[src/rtl/evt_irq_pkg.sv]
package evt_irq_pkg;
  localparam int unsigned WORDS_DEF  = 3;
  localparam int unsigned WORD_W_DEF = 32;
  localparam int unsigned LINES_DEF  = 3;
  localparam int unsigned ADDR_W_DEF = 8;
  localparam int unsigned GRP_STRIDE = 16;  // byte stride between mask groups
endpackage

[src/rtl/evt_status_bank.sv]
module evt_status_bank #(
  parameter int unsigned EVT_N = 96
) (
  input  logic             clk_i,
  input  logic             rst_ni,
  input  logic [EVT_N-1:0] evt_i,
  input  logic [EVT_N-1:0] clr_i,
  output logic [EVT_N-1:0] status_o
);
  logic [EVT_N-1:0] status_q;

  // set dominates clear
  always_ff @(posedge clk_i or negedge rst_ni)
    if (!rst_ni) status_q <= '0;
    else         status_q <= (status_q & ~clr_i) | evt_i;

  assign status_o = status_q;

  p_set_r1: assert property (@(posedge clk_i) disable iff (!rst_ni)
    (|evt_i) |=> ((status_q & $past(evt_i)) == $past(evt_i)));
  p_hold_r2: assert property (@(posedge clk_i) disable iff (!rst_ni)
    (clr_i == '0) |=> ((status_q & $past(status_q)) == $past(status_q)));
  p_w1c_r3: assert property (@(posedge clk_i) disable iff (!rst_ni)
    (|clr_i) |=> ((status_q & $past(clr_i & ~evt_i)) == '0));
  p_set_wins_r4: assert property (@(posedge clk_i) disable iff (!rst_ni)
    (|(evt_i & clr_i)) |=> ((status_q & $past(evt_i & clr_i)) == $past(evt_i & clr_i)));
endmodule

[src/rtl/evt_mask_bank.sv]
module evt_mask_bank #(
  parameter int unsigned WORDS  = 3,
  parameter int unsigned WORD_W = 32,
  localparam int unsigned EVT_N = WORDS * WORD_W
) (
  input  logic              clk_i,
  input  logic              rst_ni,
  input  logic [WORDS-1:0]  wr_i,
  input  logic [WORD_W-1:0] wdata_i,
  output logic [EVT_N-1:0]  mask_o
);
  for (genvar w = 0; w < WORDS; w++) begin : g_word
    logic [WORD_W-1:0] mask_q;
    always_ff @(posedge clk_i or negedge rst_ni)
      if (!rst_ni)      mask_q <= '0;
      else if (wr_i[w]) mask_q <= wdata_i;
    assign mask_o[w*WORD_W +: WORD_W] = mask_q;

    p_mask_load_r5: assert property (@(posedge clk_i) disable iff (!rst_ni)
      wr_i[w] |=> (mask_q == $past(wdata_i)));
  end
endmodule

[src/rtl/evt_line_scan.sv]
module evt_line_scan #(
  parameter int unsigned EVT_N = 96,
  localparam int unsigned IDX_W = $clog2(EVT_N)
) (
  input  logic             clk_i,
  input  logic             rst_ni,
  input  logic [EVT_N-1:0] pend_i,
  output logic             irq_o,
  output logic             vld_o,
  output logic [IDX_W-1:0] idx_o
);
  // lowest index wins: scan downward, last hit kept
  always_comb begin
    vld_o = 1'b0;
    idx_o = '0;
    for (int i = EVT_N - 1; i >= 0; i--) begin
      if (pend_i[i]) begin
        vld_o = 1'b1;
        idx_o = IDX_W'(i);
      end
    end
  end

  assign irq_o = |pend_i;

  logic [EVT_N-1:0] below;
  assign below = ({{(EVT_N-1){1'b0}}, 1'b1} << idx_o) - 1'b1;

  p_vec_hit_r7: assert property (@(posedge clk_i) disable iff (!rst_ni)
    vld_o |-> pend_i[idx_o]);
  p_vec_lowest_r7: assert property (@(posedge clk_i) disable iff (!rst_ni)
    vld_o |-> ((pend_i & below) == '0));
  p_irq_vld_r6: assert property (@(posedge clk_i) disable iff (!rst_ni)
    irq_o == vld_o);
endmodule

[src/rtl/evt_irq_aggr.sv]
module evt_irq_aggr
  import evt_irq_pkg::*;
#(
  parameter int unsigned WORDS  = WORDS_DEF,
  parameter int unsigned WORD_W = WORD_W_DEF,
  parameter int unsigned LINES  = LINES_DEF,
  parameter int unsigned ADDR_W = ADDR_W_DEF,
  localparam int unsigned EVT_N = WORDS * WORD_W,
  localparam int unsigned IDX_W = $clog2(EVT_N),
  localparam int unsigned VEC_BASE = GRP_STRIDE * (LINES + 1)
) (
  input  logic              clk_i,
  input  logic              rst_ni,
  input  logic [EVT_N-1:0]  evt_i,
  input  logic [ADDR_W-1:0] addr_i,
  input  logic              we_i,
  input  logic [WORD_W-1:0] wdata_i,
  output logic [WORD_W-1:0] rdata_o,
  output logic [LINES-1:0]  irq_o
);
  logic [EVT_N-1:0] status;
  logic [EVT_N-1:0] clr;
  logic [EVT_N-1:0] mask    [LINES];
  logic [LINES-1:0] vec_vld;
  logic [IDX_W-1:0] vec_idx [LINES];

  // status write-1-to-clear decode
  for (genvar w = 0; w < WORDS; w++) begin : g_clr
    localparam logic [ADDR_W-1:0] ST_A = ADDR_W'(4 * w);
    assign clr[w*WORD_W +: WORD_W] = (we_i && addr_i == ST_A) ? wdata_i : '0;
  end

  evt_status_bank #(.EVT_N(EVT_N)) u_status (
    .clk_i, .rst_ni, .evt_i, .clr_i(clr), .status_o(status)
  );

  for (genvar g = 0; g < LINES; g++) begin : g_line
    logic [WORDS-1:0] wr;
    for (genvar w = 0; w < WORDS; w++) begin : g_wr
      localparam logic [ADDR_W-1:0] MK_A = ADDR_W'(GRP_STRIDE * (g + 1) + 4 * w);
      assign wr[w] = we_i && addr_i == MK_A;
    end

    evt_mask_bank #(.WORDS(WORDS), .WORD_W(WORD_W)) u_mask (
      .clk_i, .rst_ni, .wr_i(wr), .wdata_i, .mask_o(mask[g])
    );

    evt_line_scan #(.EVT_N(EVT_N)) u_scan (
      .clk_i, .rst_ni, .pend_i(status & mask[g]),
      .irq_o(irq_o[g]), .vld_o(vec_vld[g]), .idx_o(vec_idx[g])
    );
  end

  always_comb begin
    rdata_o = '0;
    for (int w = 0; w < WORDS; w++)
      if (addr_i == ADDR_W'(4 * w)) rdata_o = status[w*WORD_W +: WORD_W];
    for (int g = 0; g < LINES; g++) begin
      for (int w = 0; w < WORDS; w++)
        if (addr_i == ADDR_W'(GRP_STRIDE * (g + 1) + 4 * w))
          rdata_o = mask[g][w*WORD_W +: WORD_W];
      if (addr_i == ADDR_W'(VEC_BASE + 4 * g)) begin
        rdata_o[IDX_W-1:0] = vec_idx[g];
        rdata_o[7]         = vec_vld[g];
      end
    end
  end

  p_irq_idle_r9: assert property (@(posedge clk_i) disable iff (!rst_ni)
    $past(!rst_ni) |-> (irq_o == '0));
endmodule

[config.mk]
export PLATFORM = sky130hd
export DESIGN_NAME = evt_irq_aggr
export DESIGN_NICKNAME = d
export VERILOG_FILES = /design/src/rtl/evt_irq_pkg.sv /design/src/rtl/evt_status_bank.sv /design/src/rtl/evt_mask_bank.sv /design/src/rtl/evt_line_scan.sv /design/src/rtl/evt_irq_aggr.sv
export SDC_FILE = /design/constraint.sdc
export NUM_CORES = 1
export LEC_CHECK = 0
export ABC_AREA = 1
export ABC_CLOCK_PERIOD_IN_PS = 14300
export BUFFER_PORTS_ARGS = -buffer_cell sky130_fd_sc_hd__clkbuf_2
export CAP_MARGIN = 30
export CORE_MARGIN = 2
export CORE_UTILIZATION = 35
export CTS_CLUSTER_SIZE = 20
export DETAILED_ROUTE_END_ITERATION = 8
export SLEW_MARGIN = 20
export SYNTH_ARGS = -nofsm -noshare
export SYNTH_HDL_FRONTEND = slang
export SYNTH_HIERARCHICAL = 1
export SYNTH_SLANG_ARGS = --single-unit
[constraint.sdc]
create_clock -name clk_i -period 14.3 [get_ports clk_i]
set_input_delay 2.86 -clock clk_i [delete_from_list [all_inputs] [get_ports clk_i]]
set_output_delay 2.86 -clock clk_i [all_outputs]
set_load 0.01 [all_outputs]
==> impl_metrics.tcl <==
set metrics [dict create \
    synthCells 4238 \
    max_stage_delay_ns 0.43 \
    p_int_w 0.00200 \
    synthTopCellsByArea "dfrtp_1, nand2_1, inv_1" \
    place_congestion 0.989 \
    synth.distinct_cells 37 \
    synth_area_um2 25600 \
    clock-sinks 384 \
    yosysTopAreaCellShare_pct 37.6 \
    pin_count 174 \
    io_buffers 173 \
    end_kind "output port" \
    yosysSeqAreaShare_pct 37.6 \
    tns_ns 0 \
    area_delta_synth_final_pct 11.6 \
    slew_violations 0 \
    preCtsSetupSlack_ns 4.92 \
    grt_pass1_vias 24000 \
    cp_slowest_cell "dfrtp_1" \
    antenna_left 0 \
    period_needed_ns 10.17 \
    wl_met1_um 43800 \
    placed_area_um2 27100 \
    critPathMaxFanout 5 \
    p_comb_share_pct 21.9 \
    wirelength_um 101000 \
    grt_remaining_overflow 0 \
    swShare_pct 32.6 \
    synth_warnings 6 \
    nNetsFinal 4523 \
    syn_area_per_cell_um2 6.03 \
    place_hpwl_um 72400 \
    crit_top_cell "nand2_1" \
    mostFrequentLayoutCells "nand2_1, inv_1, dfrtp_1" \
    reg2reg_from "u_status/status_o[67]" \
    final_common_cell "nand2_1" \
    crit_type "reg2out" \
    cts_buffer_depth 3 \
    core_um2 72600 \
    crit_path_start "u_status/status_o[94]" \
    cts_resized 0 \
    synth.largest_area_cell "dfrtp_1" \
    seq_power_share_pct 39.0 \
    chipWidth_um 274 \
    ys_ff_latch 384 \
    track_usage_pct 26.8 \
    rsz0062_at_grt "false" \
    critPathLaunchType "flop" \
    multiInputGateArea_um2 11500 \
    p_per_area_nw_per_um2 104 \
    relSlewSlack_pct 25.5 \
    crit_required_ns 11.44 \
    die-area_um2 75200 \
    ir_worst_vdd_mv 0.0747 \
    outcome "completed" \
    die_y_um 274 \
    leakage_nw 17.8 \
    avgRoutedWirePerCell_um 18.8 \
    grt_pass1_wl_um 150000 \
    seqCellArea_um2 9610 \
    rows 99 \
    start_util_pct 35.2 \
    num_vias 25600 \
    drc 0 \
    drtIter0Drc 2701 \
    cts_tree "done" \
    pwr-share-clk_pct 39.0 \
    top_layer "met4" \
    cts_buffers 45 \
    final_area_um2 28500 \
    clk_pin_slew_worst_paths_ns 0.06 \
    postCtsSetupBuffers 0 \
    grt_max_degree 103 \
    finalSetupViolCount 0 \
    p_switching_w 0.000971 \
    skew_ns 0 \
    htreeDepth 2 \
    post-route-period-util_pct 71.1 \
    clk_latency_ns 0.59 \
    cap_violations 0 \
    syn_nets 4377 \
    hp-class "reg2reg" \
    cts_root_buffer "clkbuf_16" \
    drive_above_1_share_pct 9.04 \
    min-delay-start "g_line[1].u_mask/g_word[0].mask_q[4]" \
    antenna_found_initial 0 \
    avgViaCountPerCell 4.76 \
    fin_ws_ns 4.13 \
    hold_violations 0 \
    cts_hold_buf 0 \
    dr.pass1.iters 8 \
    crit_arrival_ns 7.31 \
    worst_pin_slew_ns 1.11 \
    wl_met3_um 7800 \
    maxClockFrequency_mhz 98.4 \
    diodes 0 \
    fillCellCount 7979 \
    wl_met2_um 46300 \
]
cells in the mapped netlist (all sizes together):
library cell and n:
nor3 14, or2 19, clkinv 1, nand2 2154
nand3 87, dfrtp 384, bufinv 15, o31ai 3
a31oi 9, o21bai 9, buf 87, nand4 49
a311oi 3, a21boi 3, inv 879, clkbuf 22
nor2 395, nor4 9, a21oi 63, o21ai 33
power by group through the flow:
stage	combinational, W	clock, W	sequential [W]
after floorplan	0.000408	0	0.00117
after global placement	0.000638	0	0.00118
after detailed placement	0.000640	0	0.00118
after CTS	0.000643	0.00118	0.00116
after global routing	0.000735	0.00122	0.00117
final	0.000652	0.00116	0.00116
worst paths after layout:
path | end | slack [ns] | cells after the start
min | g_line[1].u_mask/g_word[0].mask_q[4] | 0.49 | 2
min reg2reg | g_line[1].u_mask/g_word[0].mask_q[4] | 0.49 | 2
max in group asynchronous | g_line[1].u_mask/g_word[2].mask_q[16] | 9.76 | 3
max reg2reg | u_status/status_o[67] | 13.53 | 2
min in group asynchronous | u_status/status_o[72] | 2.24 | 1
max | rdata_o[0] | 4.13 | 104
state kept, by name, summed over array words and instances (netlist names):
name / flops
u_status/status_o: 96
g_line.u_mask/g_word.mask_q: 288
kinds of logic after synthesis:
group	synth area share (%)
buf+inv	17.8
compound gates	2.69
simple gates	42.0
flops	37.6
final cells by class:
| type | instances | share of cell area (%) |
|---|---|---|
| multi-input cells | 2850 | 40.3 |
| flip-flops and latches | 384 | 33.7 |
| inverters | 895 | 12.7 |
| clock buffers | 69 | 4.69 |
| well taps | 959 | 4.20 |
| repair buffers | 208 | 4.10 |
| clock inverters | 9 | 0.346 |
through the flow:
step                      utilization (%)  total power [W]  instances  hold WS (ns)
after global routing                 39.3          0.00312       5374         0.506
final                                39.3          0.00298       5374         0.491
after CTS                            39.3          0.00298       5373         0.489
after global placement               37.2          0.00182       5291         0.474
after floorplan                         -          0.00158       4238         0.456
after detailed placement             37.3          0.00182       5295         0.481
worst max-delay path, delay by kind of cell (launching register included):
family	cells	cell delay [ns]
buffers and inverters	3	0.25
flip-flops	1	0.43
AO/OA/AOI/OAI	2	0.19
AND/OR/NAND/NOR	99	5.80
metal layers:
metal | up-vias | track usage [%]
li1 | 12500 | -
met1 | 11900 | 36.5
met2 | 1068 | 43.8
met3 | 202 | 3.63
met4 | 0 | 8.85
met5 | - | 0
No activity file was read; power rests on OpenSTA's default activity.
